[src/rtl/i2c_sclg_pkg.sv]
package i2c_sclg_pkg;

  localparam logic [1:0] SPD_STD  = 2'b01;
  localparam logic [1:0] SPD_FAST = 2'b10;

  typedef enum logic [1:0] {
    PH_IDLE    = 2'd0,
    PH_LOW     = 2'd1,
    PH_RELEASE = 2'd2,
    PH_HIGH    = 2'd3
  } phase_e;

  // Raise a count to the floor value.
  function automatic int unsigned at_least(int unsigned v, int unsigned floor_v);
    return (v < floor_v) ? floor_v : v;
  endfunction

  // Only the fast code selects the fast pair; every other code runs standard.
  function automatic logic is_fast(logic [1:0] code);
    return code == SPD_FAST;
  endfunction

endpackage

[src/rtl/i2c_sclg_cfg.sv]
module i2c_sclg_cfg
  import i2c_sclg_pkg::*;
#(
  parameter int CNT_W   = 16,
  parameter int MIN_CNT = 6
) (
  input  logic             clk,
  input  logic             rst_n,
  input  logic             run_en,
  input  logic [1:0]       spd_mode,
  input  logic [CNT_W-1:0] std_high_cnt,
  input  logic [CNT_W-1:0] std_low_cnt,
  input  logic [CNT_W-1:0] fast_high_cnt,
  input  logic [CNT_W-1:0] fast_low_cnt,
  output logic [CNT_W-1:0] hi_len,
  output logic [CNT_W-1:0] lo_len
);
  localparam int NREG = 4;
  localparam int I_SH = 0, I_SL = 1, I_FH = 2, I_FL = 3;

  logic [CNT_W-1:0] raw  [NREG];
  logic [CNT_W-1:0] held [NREG];
  logic             fast_q;

  assign raw[I_SH] = std_high_cnt;
  assign raw[I_SL] = std_low_cnt;
  assign raw[I_FH] = fast_high_cnt;
  assign raw[I_FL] = fast_low_cnt;

  for (genvar i = 0; i < NREG; i++) begin : g_hold
    always_ff @(posedge clk or negedge rst_n) begin
      if (!rst_n)       held[i] <= CNT_W'(MIN_CNT);
      else if (!run_en) held[i] <= CNT_W'(at_least(32'(raw[i]), MIN_CNT));
    end
  end

  always_ff @(posedge clk or negedge rst_n) begin
    if (!rst_n)       fast_q <= 1'b0;
    else if (!run_en) fast_q <= is_fast(spd_mode);
  end

  assign hi_len = fast_q ? held[I_FH] : held[I_SH];
  assign lo_len = fast_q ? held[I_FL] : held[I_SL];

  // configuration frozen while running
  a_r8_cfg_frozen: assert property (@(posedge clk) disable iff (!rst_n)
    run_en |=> ($stable(hi_len) && $stable(lo_len)));
  // selected counts never below floor
  a_r5_floor: assert property (@(posedge clk) disable iff (!rst_n)
    (hi_len >= CNT_W'(MIN_CNT)) && (lo_len >= CNT_W'(MIN_CNT)));

endmodule

[src/rtl/i2c_sclg_sync.sv]
module i2c_sclg_sync #(
  parameter int STAGES = 2
) (
  input  logic clk,
  input  logic rst_n,
  input  logic d,
  output logic q
);
  logic [STAGES-1:0] chain;

  if (STAGES == 1) begin : g_one
    always_ff @(posedge clk or negedge rst_n) begin
      if (!rst_n) chain <= '1;
      else        chain <= d;
    end
  end else begin : g_many
    always_ff @(posedge clk or negedge rst_n) begin
      if (!rst_n) chain <= '1;
      else        chain <= {chain[STAGES-2:0], d};
    end
  end

  assign q = chain[STAGES-1];

endmodule

[src/rtl/i2c_sclg_phase.sv]
module i2c_sclg_phase
  import i2c_sclg_pkg::*;
#(
  parameter int CNT_W = 16
) (
  input  logic             clk,
  input  logic             rst_n,
  input  logic             run_en,
  input  logic             start_req,
  input  logic             stop_req,
  input  logic             line_hi,
  input  logic [CNT_W-1:0] hi_len,
  input  logic [CNT_W-1:0] lo_len,
  output logic             scl_oe,
  output logic             phase_tick,
  output logic             idle
);
  phase_e           state, nstate;
  logic [CNT_W-1:0] cnt;
  logic             stop_pend;

  // named events
  logic go, low_done, high_done, stop_now, enter_low, enter_high;
  assign go         = (state == PH_IDLE) && run_en && start_req;
  assign low_done   = (state == PH_LOW)  && (cnt == '0);
  assign high_done  = (state == PH_HIGH) && (cnt == '0);
  assign stop_now   = stop_pend || stop_req;
  assign enter_low  = (nstate == PH_LOW)  && (state != PH_LOW);
  assign enter_high = (nstate == PH_HIGH) && (state != PH_HIGH);

  always_comb begin
    nstate = state;
    if (!run_en) nstate = PH_IDLE;
    else begin
      unique case (state)
        PH_IDLE:    if (go)        nstate = PH_LOW;
        PH_LOW:     if (low_done)  nstate = PH_RELEASE;
        PH_RELEASE: if (line_hi)   nstate = PH_HIGH;
        PH_HIGH:    if (high_done) nstate = stop_now ? PH_IDLE : PH_LOW;
        default:                   nstate = PH_IDLE;
      endcase
    end
  end

  always_ff @(posedge clk or negedge rst_n) begin
    if (!rst_n) begin
      state      <= PH_IDLE;
      cnt        <= '0;
      stop_pend  <= 1'b0;
      phase_tick <= 1'b0;
    end else begin
      state      <= nstate;
      phase_tick <= (nstate == PH_LOW) != (state == PH_LOW);
      if (enter_low)       cnt <= lo_len - 1'b1;
      else if (enter_high) cnt <= hi_len - 1'b1;
      else if (cnt != '0)  cnt <= cnt - 1'b1;
      if (nstate == PH_IDLE)                    stop_pend <= 1'b0;
      else if (stop_req && state != PH_IDLE)    stop_pend <= 1'b1;
    end
  end

  assign scl_oe = (state == PH_LOW);
  assign idle   = (state == PH_IDLE);

  // enable low forces idle
  a_r9_abort: assert property (@(posedge clk) disable iff (!rst_n)
    !run_en |=> idle);
  // no high count while the line is still held low
  a_r6_wait_line: assert property (@(posedge clk) disable iff (!rst_n)
    (state == PH_RELEASE && !line_hi && run_en) |=> (state == PH_RELEASE));
  // stop at high expiry ends the run
  a_r7_stop_ends: assert property (@(posedge clk) disable iff (!rst_n)
    (high_done && stop_now && run_en) |=> (idle && !scl_oe));
  // tick only on a line-enable change
  a_r10_tick_edge: assert property (@(posedge clk) disable iff (!rst_n)
    phase_tick |-> (scl_oe != $past(scl_oe)));
  // start while active does not restart the low count
  a_r11_no_restart: assert property (@(posedge clk) disable iff (!rst_n)
    (state == PH_HIGH && !high_done && run_en) |=> (state == PH_HIGH));

endmodule

[src/rtl/i2c_scl_gen.sv]
module i2c_scl_gen
  import i2c_sclg_pkg::*;
#(
  parameter int CNT_W       = 16,
  parameter int MIN_CNT     = 6,
  parameter int SYNC_STAGES = 2
) (
  input  logic             clk,
  input  logic             rst_n,
  input  logic             run_en,
  input  logic [1:0]       spd_mode,
  input  logic [CNT_W-1:0] std_high_cnt,
  input  logic [CNT_W-1:0] std_low_cnt,
  input  logic [CNT_W-1:0] fast_high_cnt,
  input  logic [CNT_W-1:0] fast_low_cnt,
  input  logic             start_req,
  input  logic             stop_req,
  input  logic             scl_in,
  output logic             scl_oe,
  output logic             phase_tick,
  output logic             idle
);
  logic [CNT_W-1:0] hi_len, lo_len;
  logic             line_hi;

  i2c_sclg_cfg #(.CNT_W(CNT_W), .MIN_CNT(MIN_CNT)) u_cfg (
    .clk(clk), .rst_n(rst_n), .run_en(run_en), .spd_mode(spd_mode),
    .std_high_cnt(std_high_cnt), .std_low_cnt(std_low_cnt),
    .fast_high_cnt(fast_high_cnt), .fast_low_cnt(fast_low_cnt),
    .hi_len(hi_len), .lo_len(lo_len));

  i2c_sclg_sync #(.STAGES(SYNC_STAGES)) u_sync (
    .clk(clk), .rst_n(rst_n), .d(scl_in), .q(line_hi));

  i2c_sclg_phase #(.CNT_W(CNT_W)) u_phase (
    .clk(clk), .rst_n(rst_n), .run_en(run_en), .start_req(start_req),
    .stop_req(stop_req), .line_hi(line_hi), .hi_len(hi_len), .lo_len(lo_len),
    .scl_oe(scl_oe), .phase_tick(phase_tick), .idle(idle));

  // idle never pulls the line
  a_r1_idle_released: assert property (@(posedge clk) disable iff (!rst_n)
    idle |-> !scl_oe);

endmodule

[config.mk]
export PLATFORM = sky130hd
export DESIGN_NAME = i2c_scl_gen
export DESIGN_NICKNAME = d
export VERILOG_FILES = /design/src/rtl/i2c_sclg_pkg.sv /design/src/rtl/i2c_sclg_cfg.sv /design/src/rtl/i2c_sclg_sync.sv /design/src/rtl/i2c_sclg_phase.sv /design/src/rtl/i2c_scl_gen.sv
export SDC_FILE = /design/constraint.sdc
export NUM_CORES = 1
export LEC_CHECK = 0
export ABC_AREA = 1
export BUFFER_PORTS_ARGS = -buffer_cell sky130_fd_sc_hd__buf_2
export CAP_MARGIN = 20
export CELL_PAD_IN_SITES_DETAIL_PLACEMENT = 1
export CELL_PAD_IN_SITES_GLOBAL_PLACEMENT = 1
export CORE_MARGIN = 4
export CORE_UTILIZATION = 45
export CTS_BUF_LIST = sky130_fd_sc_hd__clkbuf_2
export CTS_CLUSTER_DIAMETER = 50
export DETAILED_ROUTE_END_ITERATION = 10
export HOLD_SLACK_MARGIN = 0.05
export PLACE_DENSITY_LB_ADDON = 0.1
export SYNTH_ARGS = -nofsm -noshare
export SYNTH_HDL_FRONTEND = slang
export SYNTH_HIERARCHICAL = 1
export SYNTH_SLANG_ARGS = --single-unit
[constraint.sdc]
create_clock -name clk -period 4.6 [get_ports clk]
set_clock_uncertainty 0.2 [all_clocks]
set_input_delay 0.92 -clock clk [delete_from_list [all_inputs] [get_ports clk]]
set_output_delay 0.92 -clock clk [all_outputs]
set_load 0.01 [all_outputs]
# Word level (Yosys, flattened, before mapping)
# Index checks and enable logic that the tools add are counted.
# op_classes
n_reduce_logical	15
mux	18
order_cmp	4
addsub	3
n_eq_ne	9
# op_table
op	count
16-bit 2-to-1 mux	9
16-bit by 3-bit less-than comparator with 1-bit output (second input constant)	4
16-bit by 1-bit subtractor with 16-bit output (second input constant)	3
16-bit zero test	1
16-bit nonzero test	1
2-bit 2-to-1 mux	5
2-bit equality test (second input constant)	4
2-bit one-hot mux with 4 select lines	1
1-bit logical AND	7
2-bit by 1-bit equality test with 1-bit output (second input constant)	2
2-bit zero test	2
2-bit nonzero test	2
1-bit 2-to-1 mux	3
3-bit nonzero test	1
2-bit by 1-bit inequality test with 1-bit output (second input constant)	1
2-bit inequality test (second input constant)	1
1-bit logical OR	1
1-bit inequality test	1
# word_totals
inputBits	72
out_inout_bits	3
reg_bits	87

# Logic depth before layout (Yosys ltp)
# depth
word_depth	10
mapped_depth	22
ltp_nobuf	20

# Hierarchy
# Netlist, hierarchy kept.
# modules_own_cells
mod	area_per_inst_um2	seq_area_each_um2	n_inst	cells_each
i2c_sclg_cfg	3126.7	1636.6	1	442
i2c_sclg_phase	1784.2	500.5	1	274
i2c_sclg_sync	52.6	52.6	1	2

# Least setup slack after synthesis
# No wires, ideal clock.
# synth_path
path_type	input to register
start	in run_en
end	reg u_phase.cnt[15]
t_required_ps	4268
setup_slack_ps	1333
n_path_buf	2
path_stages	17
t_arrival_ps	2935
setup_ps	132
path_cell_list	inv_1 -> nor2_8 -> a21boi_4 -> inv_1 -> nor2_1 -> ha_1 -> clkbuf_1 -> inv_2 -> buf_1 -> nand3_1 -> nand2_2 -> nor2_2 -> nand2_1 -> nor2_4 -> nand3_1 -> nand2_1 -> nor2_1
# synth_via
elab_chain_cells	9
elab_cells_between_ends	12
# synth_lines
element	line	rtl
start: declaration	i2c_scl_gen.sv:10	input logic run_en,
1-bit logical AND (2 in a row)	i2c_sclg_phase.sv:24	assign go = (state == PH_IDLE) && run_en && start_req;
2-bit 2-to-1 mux	i2c_sclg_phase.sv:36	PH_IDLE: if (go) nstate = PH_LOW;
2-bit one-hot mux with 4 select lines	i2c_sclg_phase.sv:35	unique case (state)
2-bit 2-to-1 mux *	i2c_sclg_phase.sv:33	if (!run_en) nstate = PH_IDLE;
via u_phase.nstate[0]	i2c_sclg_phase.sv:18	phase_e state, nstate;
2-bit equality test	i2c_sclg_phase.sv:29	assign enter_high = (nstate == PH_HIGH) && (state != PH_HIGH);
1-bit logical AND	i2c_sclg_phase.sv:29	
16-bit 2-to-1 mux	i2c_sclg_phase.sv:55	else if (enter_high) cnt <= hi_len - 1'b1;
16-bit 2-to-1 mux	i2c_sclg_phase.sv:54	if (enter_low) cnt <= lo_len - 1'b1;
end signal: assignment	i2c_sclg_phase.sv:54	
end signal: assignment	i2c_sclg_phase.sv:55	
end signal: assignment	i2c_sclg_phase.sv:56	else if (cnt != '0) cnt <= cnt - 1'b1;
end: declaration	i2c_sclg_phase.sv:19	logic [CNT_W-1:0] cnt;
# The timed path passes the listed nets; every way through them passes the cells marked *.
# A chain may end at the register's enable or synchronous reset.

# Worst setup path after layout
# layout_path
start	reg u_phase.state[0]
end	reg u_phase.cnt[12]
# layout_via
elab_chain_cells	10
elab_cells_between_ends	23
# layout_lines
element	line	rtl
start: declaration	i2c_sclg_phase.sv:18	
start signal: assignment	i2c_sclg_phase.sv:52	state <= nstate;
2-bit zero test	i2c_sclg_phase.sv:24, i2c_sclg_phase.sv:35	
1-bit logical AND (2 in a row)	i2c_sclg_phase.sv:24	
2-bit 2-to-1 mux	i2c_sclg_phase.sv:36	
2-bit one-hot mux with 4 select lines *	i2c_sclg_phase.sv:35	
2-bit 2-to-1 mux *	i2c_sclg_phase.sv:33	
via u_phase.nstate[0]	i2c_sclg_phase.sv:18	
2-bit equality test	i2c_sclg_phase.sv:29	
1-bit logical AND	i2c_sclg_phase.sv:29	
16-bit 2-to-1 mux	i2c_sclg_phase.sv:55	
16-bit 2-to-1 mux	i2c_sclg_phase.sv:54	
# Marked as above.

==> metrics.sh <==
SYN_INST=718
CRIT-REG2REG-LAUNCH='u_phase/state[0]'
FMAX_GHz=0.273
SYNTH_NETS=792
HOLD_VIOL=0
FINAL-SETUP-VIOL-COUNT=0
WHS_ENDPOINT='u_sync/chain[1]'
WORST_HOLD_STARTPOINT='u_sync/chain[0]'
SLEW_VIOLATIONS=0
WORSTPATHCELLLIST='inv_2 > nand2_4 > nor2_2 > nor2_8 > a21boi_4 > inv_1 > nor2_1 > ha_1 > inv_2 > nand3_1 > nand2_2 > inv_2 > ha_1 > nand2_1 > nor2_2 > nand2_1 > nand2_1 > a21oi_1'
WORST-PATH-MAX-FANOUT=17
COREAREA_UM2=10800
TOTAL_GLOBAL_ROUTING_TRACK_UTILIZATION_PCT=23.6
SYNTH_FLOP_CELL='dfrtp_1'
ANT_NETS=0
RSZ0062_AT_GRT='false'
SYNTH-WARNING-COUNT=6
STATUS='completed'
SYNTH.TOP_CELLS.BY_AREA='dfrtp_1, nand2_1, nor2_1'
POWER.LEAKAGE_nW=3.06
DIE_AREA_UM2=12800
TRITONCTS.NUM_BUFFERS=9
CLOCK-SINKS=87
TIMING.CRITICAL_PATH.TO_TYPE='flop'
GP_CONGESTION=0.912
POST-CTS-SETUP-BUFFER-COUNT=0
IRDROPWORSTVDD_mV=0.162
P_SEQ_SHARE_PCT=42.8
HOLD_PATH_DEPTH=0
DRC_ERRORS=0
CLOCK_POWER_SHARE_PCT=19.5
AVGSYNTHCELLAREA_UM2=6.91
CRITPATHKIND='reg -> reg'
ANTENNA_FOUND_INITIAL=0
CRITPATHMAXSTAGEDELAY_NS=0.55
POST_CTS_HOLD_BUFFER_COUNT=0
SYNTH_SEQ_CELLS=87
SYNTH_TOP_AREA_CELL='dfrtp_1'
POST_ROUTE_CELLS_DRIVE_ABOVE_1_SHARE_PCT=19.1
PLACE_HPWL_MM=10.8
INITIAL_UTILIZATION_PCT=45.8
GRT_PASS1_VIAS=4993
CRITPATHLAUNCHTYPE='flop'
WORST_SKEW_PAIR.LATE_LATENCY_NS=0.55
CTS-ROOT-BUF='clkbuf_2'
MIN-DELAY-PATH-CLASS='reg -> reg'
REG2REGPATHDEPTH=18
GRT_FIRST_PASS_WIRELENGTH_MM=24.2
INTERNAL-POWER_mW=1.37
COUNT_OF_H_TREE_LEVELS_BUILT_DURING_CTS=3
ARRIVAL_NS=3.89
CTS.REPAIR.RESIZED=0
TIMING.REG2REG.SETUP_SLACK_NS=0.94
IOS=75
DESIGN_POWER_TOTAL_mW=2.29
FINALWIRELENGTH_MM=14.1
SETUP-TNS-FINAL_NS=0
FINAL_PERIOD_MINUS_WORST_SETUP_SLACK_NS=3.66
CRITICAL_PATH_REQUIRED_NS=4.83
SWITCHING_SHARE_PCT=40.2
DRT_ITER0_MARKERS=213
R2R-END='u_phase/cnt[12]'
WORST_PIN_SLEW_NS=0.975
POST_DR_WIRELENGTH_CELL_UM=15.2
GRT_START_MAX_NET_PINS=74
ANTENNADIODECOUNT=0
DRT_PASS1_ITERATIONS=4
YOSYSUNIQUECELLTYPES=32
YOSYSSEQAREASHARE_PCT=44.1
CAP_VIOL_MAX_COUNT=0
P_COMB_SHARE_PCT=37.7
DIE_Y_UM=113
NET_SWITCHING_COMPONENT_OF_THE_POWER_mW=0.923
BUFFERS_ON_PORTS=74
HEADROOM_TO_THE_MAX_SLEW_LIMIT_PCT=34.9
DIE_WIDTH_UM=113
CLK_PIN_SLEW_NS=0.23
SYNTH_ENABLE_FLOP_CELLS=0
TIMING.CRITICAL_PATH.SLOWEST_STAGE_CELL='ha_1'
SYN-CELL-AREA_UM2=4960
ASYNCSETRESETFLOPFRACSYNTH_PCT=100
CLOCKBUFFERDEPTH=2
FINAL_MIN_PERIOD_OVER_CLOCK_PERIOD_PCT=79.6
CELLPOWERDENSITY_nW_PER_UM2=417
SYNTH_TOP_CELL_AREA_SHARE_PCT=38.8
FIN_NETS=855
TRITONCTS_CLOCK_TREE='yes'
STD_CELL_ROWS=38
SYN2LAYOUT_AREA_GROWTH_PCT=11.0
VIA_PER_INST=5.01
VIAS=4635
GLOBAL_ROUTE.OVERFLOW_TOTAL=0
cells by family after synthesis:
group | share of synthesized area, %
XOR/XNOR | 0.529
buffers and inverters | 7.84
AND/OR/NAND/NOR | 43.3
AO/OA/AOI/OAI | 3.71
adder cells (fa/ha/maj) | 0.504
flip-flops | 44.1
cell usage after synthesis, types with 2 or more instances:
| library cell | instances |
|---|---|
| nand2_1 | 352 |
| nor2_1 | 85 |
| dfrtp_1 | 77 |
| inv_1 | 52 |
| nand3_1 | 23 |
| a21oi_1 | 18 |
| buf_2 | 14 |
| nand2_2 | 13 |
| dfstp_2 | 10 |
| nor2_2 | 10 |
| o21ai_0 | 10 |
| nand4_1 | 7 |
| inv_2 | 6 |
| nand3b_1 | 6 |
| buf_4 | 5 |
| nand3_2 | 4 |
| nor2_4 | 4 |
| buf_6 | 3 |
| clkbuf_1 | 3 |
| ha_1 | 2 |
| nand2_4 | 2 |
| xnor2_1 | 2 |
worst max-delay path: cells and delay by family, from the launching register on:
| kind | cells | cell delay (ns) |
|---|---|---|
| buf+inv | 4 | 0.52 |
| simple gates | 10 | 1.18 |
| compound gates | 2 | 0.37 |
| flops | 1 | 0.50 |
| fa+ha+maj | 2 | 0.77 |
layout make-up:
cell class | instances | area (um^2)
inverter | 58 | 218
sequential | 87 | 2190
clock buffer | 12 | 60.1
tap | 140 | 175
multi-input combinational | 546 | 2380
clock inverter | 4 | 71.3
timing repair buffer | 79 | 410
fill | 1472 | 5330
power groups by stage:
stage	registers, mW	logic, mW	clock network [mW]
finish	0.983	0.864	0.448
global route	0.999	0.994	0.490
CTS	0.985	0.870	0.463
detailed placement	1.00	0.864	0
global placement	0.994	0.828	0
floorplan	0.969	0.630	0
through the flow:
step           hold slack, ns  cells  utilization [%]  area (um^2)  setup slack, ns
4_1_cts                 0.184    926             50.8         5510            0.907
2_1_floorplan           0.145    718                -         4960             1.33
5_1_grt                 0.160    926             50.8         5510            0.592
6_report                0.185    926             50.8         5510            0.938
3_5_place_dp            0.154    910             49.6         5380            0.508
3_3_place_gp            0.152    910             49.6         5380            0.743
cell usage in the layout, fill, tap and decap left out, types with 2 or more instances in the layout:
master / netlist / layout
nor2_1: 85 / 85
nand3_2: 4 / 4
buf_4: 5 / 6
buf_2: 14 / 73
nand3_1: 23 / 23
clkbuf_2: 0 / 12
nand4_1: 7 / 7
nand2_1: 352 / 352
dfstp_2: 10 / 10
xnor2_1: 2 / 2
ha_1: 2 / 2
nor2_4: 4 / 4
inv_1: 52 / 52
nor2_2: 10 / 10
inv_2: 6 / 6
a21oi_1: 18 / 18
o21ai_0: 10 / 10
nand3b_1: 6 / 6
nand2_2: 13 / 13
nand2_4: 2 / 2
bufinv_16: 0 / 2
dfrtp_1: 77 / 77
per-layer routing:
metal / vias up / part of all wire, % / GRT usage [%]
met5: - / 0 / 0
met4: 0 / 1.5 / 6.17
met3: 18 / 3.6 / 4.01
met2: 77 / 49 / 39.2
met1: 2240 / 46 / 32.1
li1: 2300 / - / -
state kept, by name, indices dropped and copies added (netlist names):
name and cells:
u_phase/cnt 16, u_phase/state 2, u_cfg/held 64, u_phase/phase_tick 1, u_sync/chain 2, u_phase/stop_pend 1
u_cfg/fast_q 1
worst max-delay path by stage:
stage,cells past startpoint,end,from,slack [ns]
floorplan,17,u_phase/cnt[15],run_en,1.33
global placement,17,u_phase/cnt[12],run_en,0.74
detailed placement,17,u_phase/cnt[12],run_en,0.51
CTS,17,u_phase/cnt[12],u_phase/state[0],0.91
global route,17,u_phase/cnt[12],u_phase/state[0],0.59
finish,18,u_phase/cnt[12],u_phase/state[0],0.94
(Power assumes the default switching activity.)
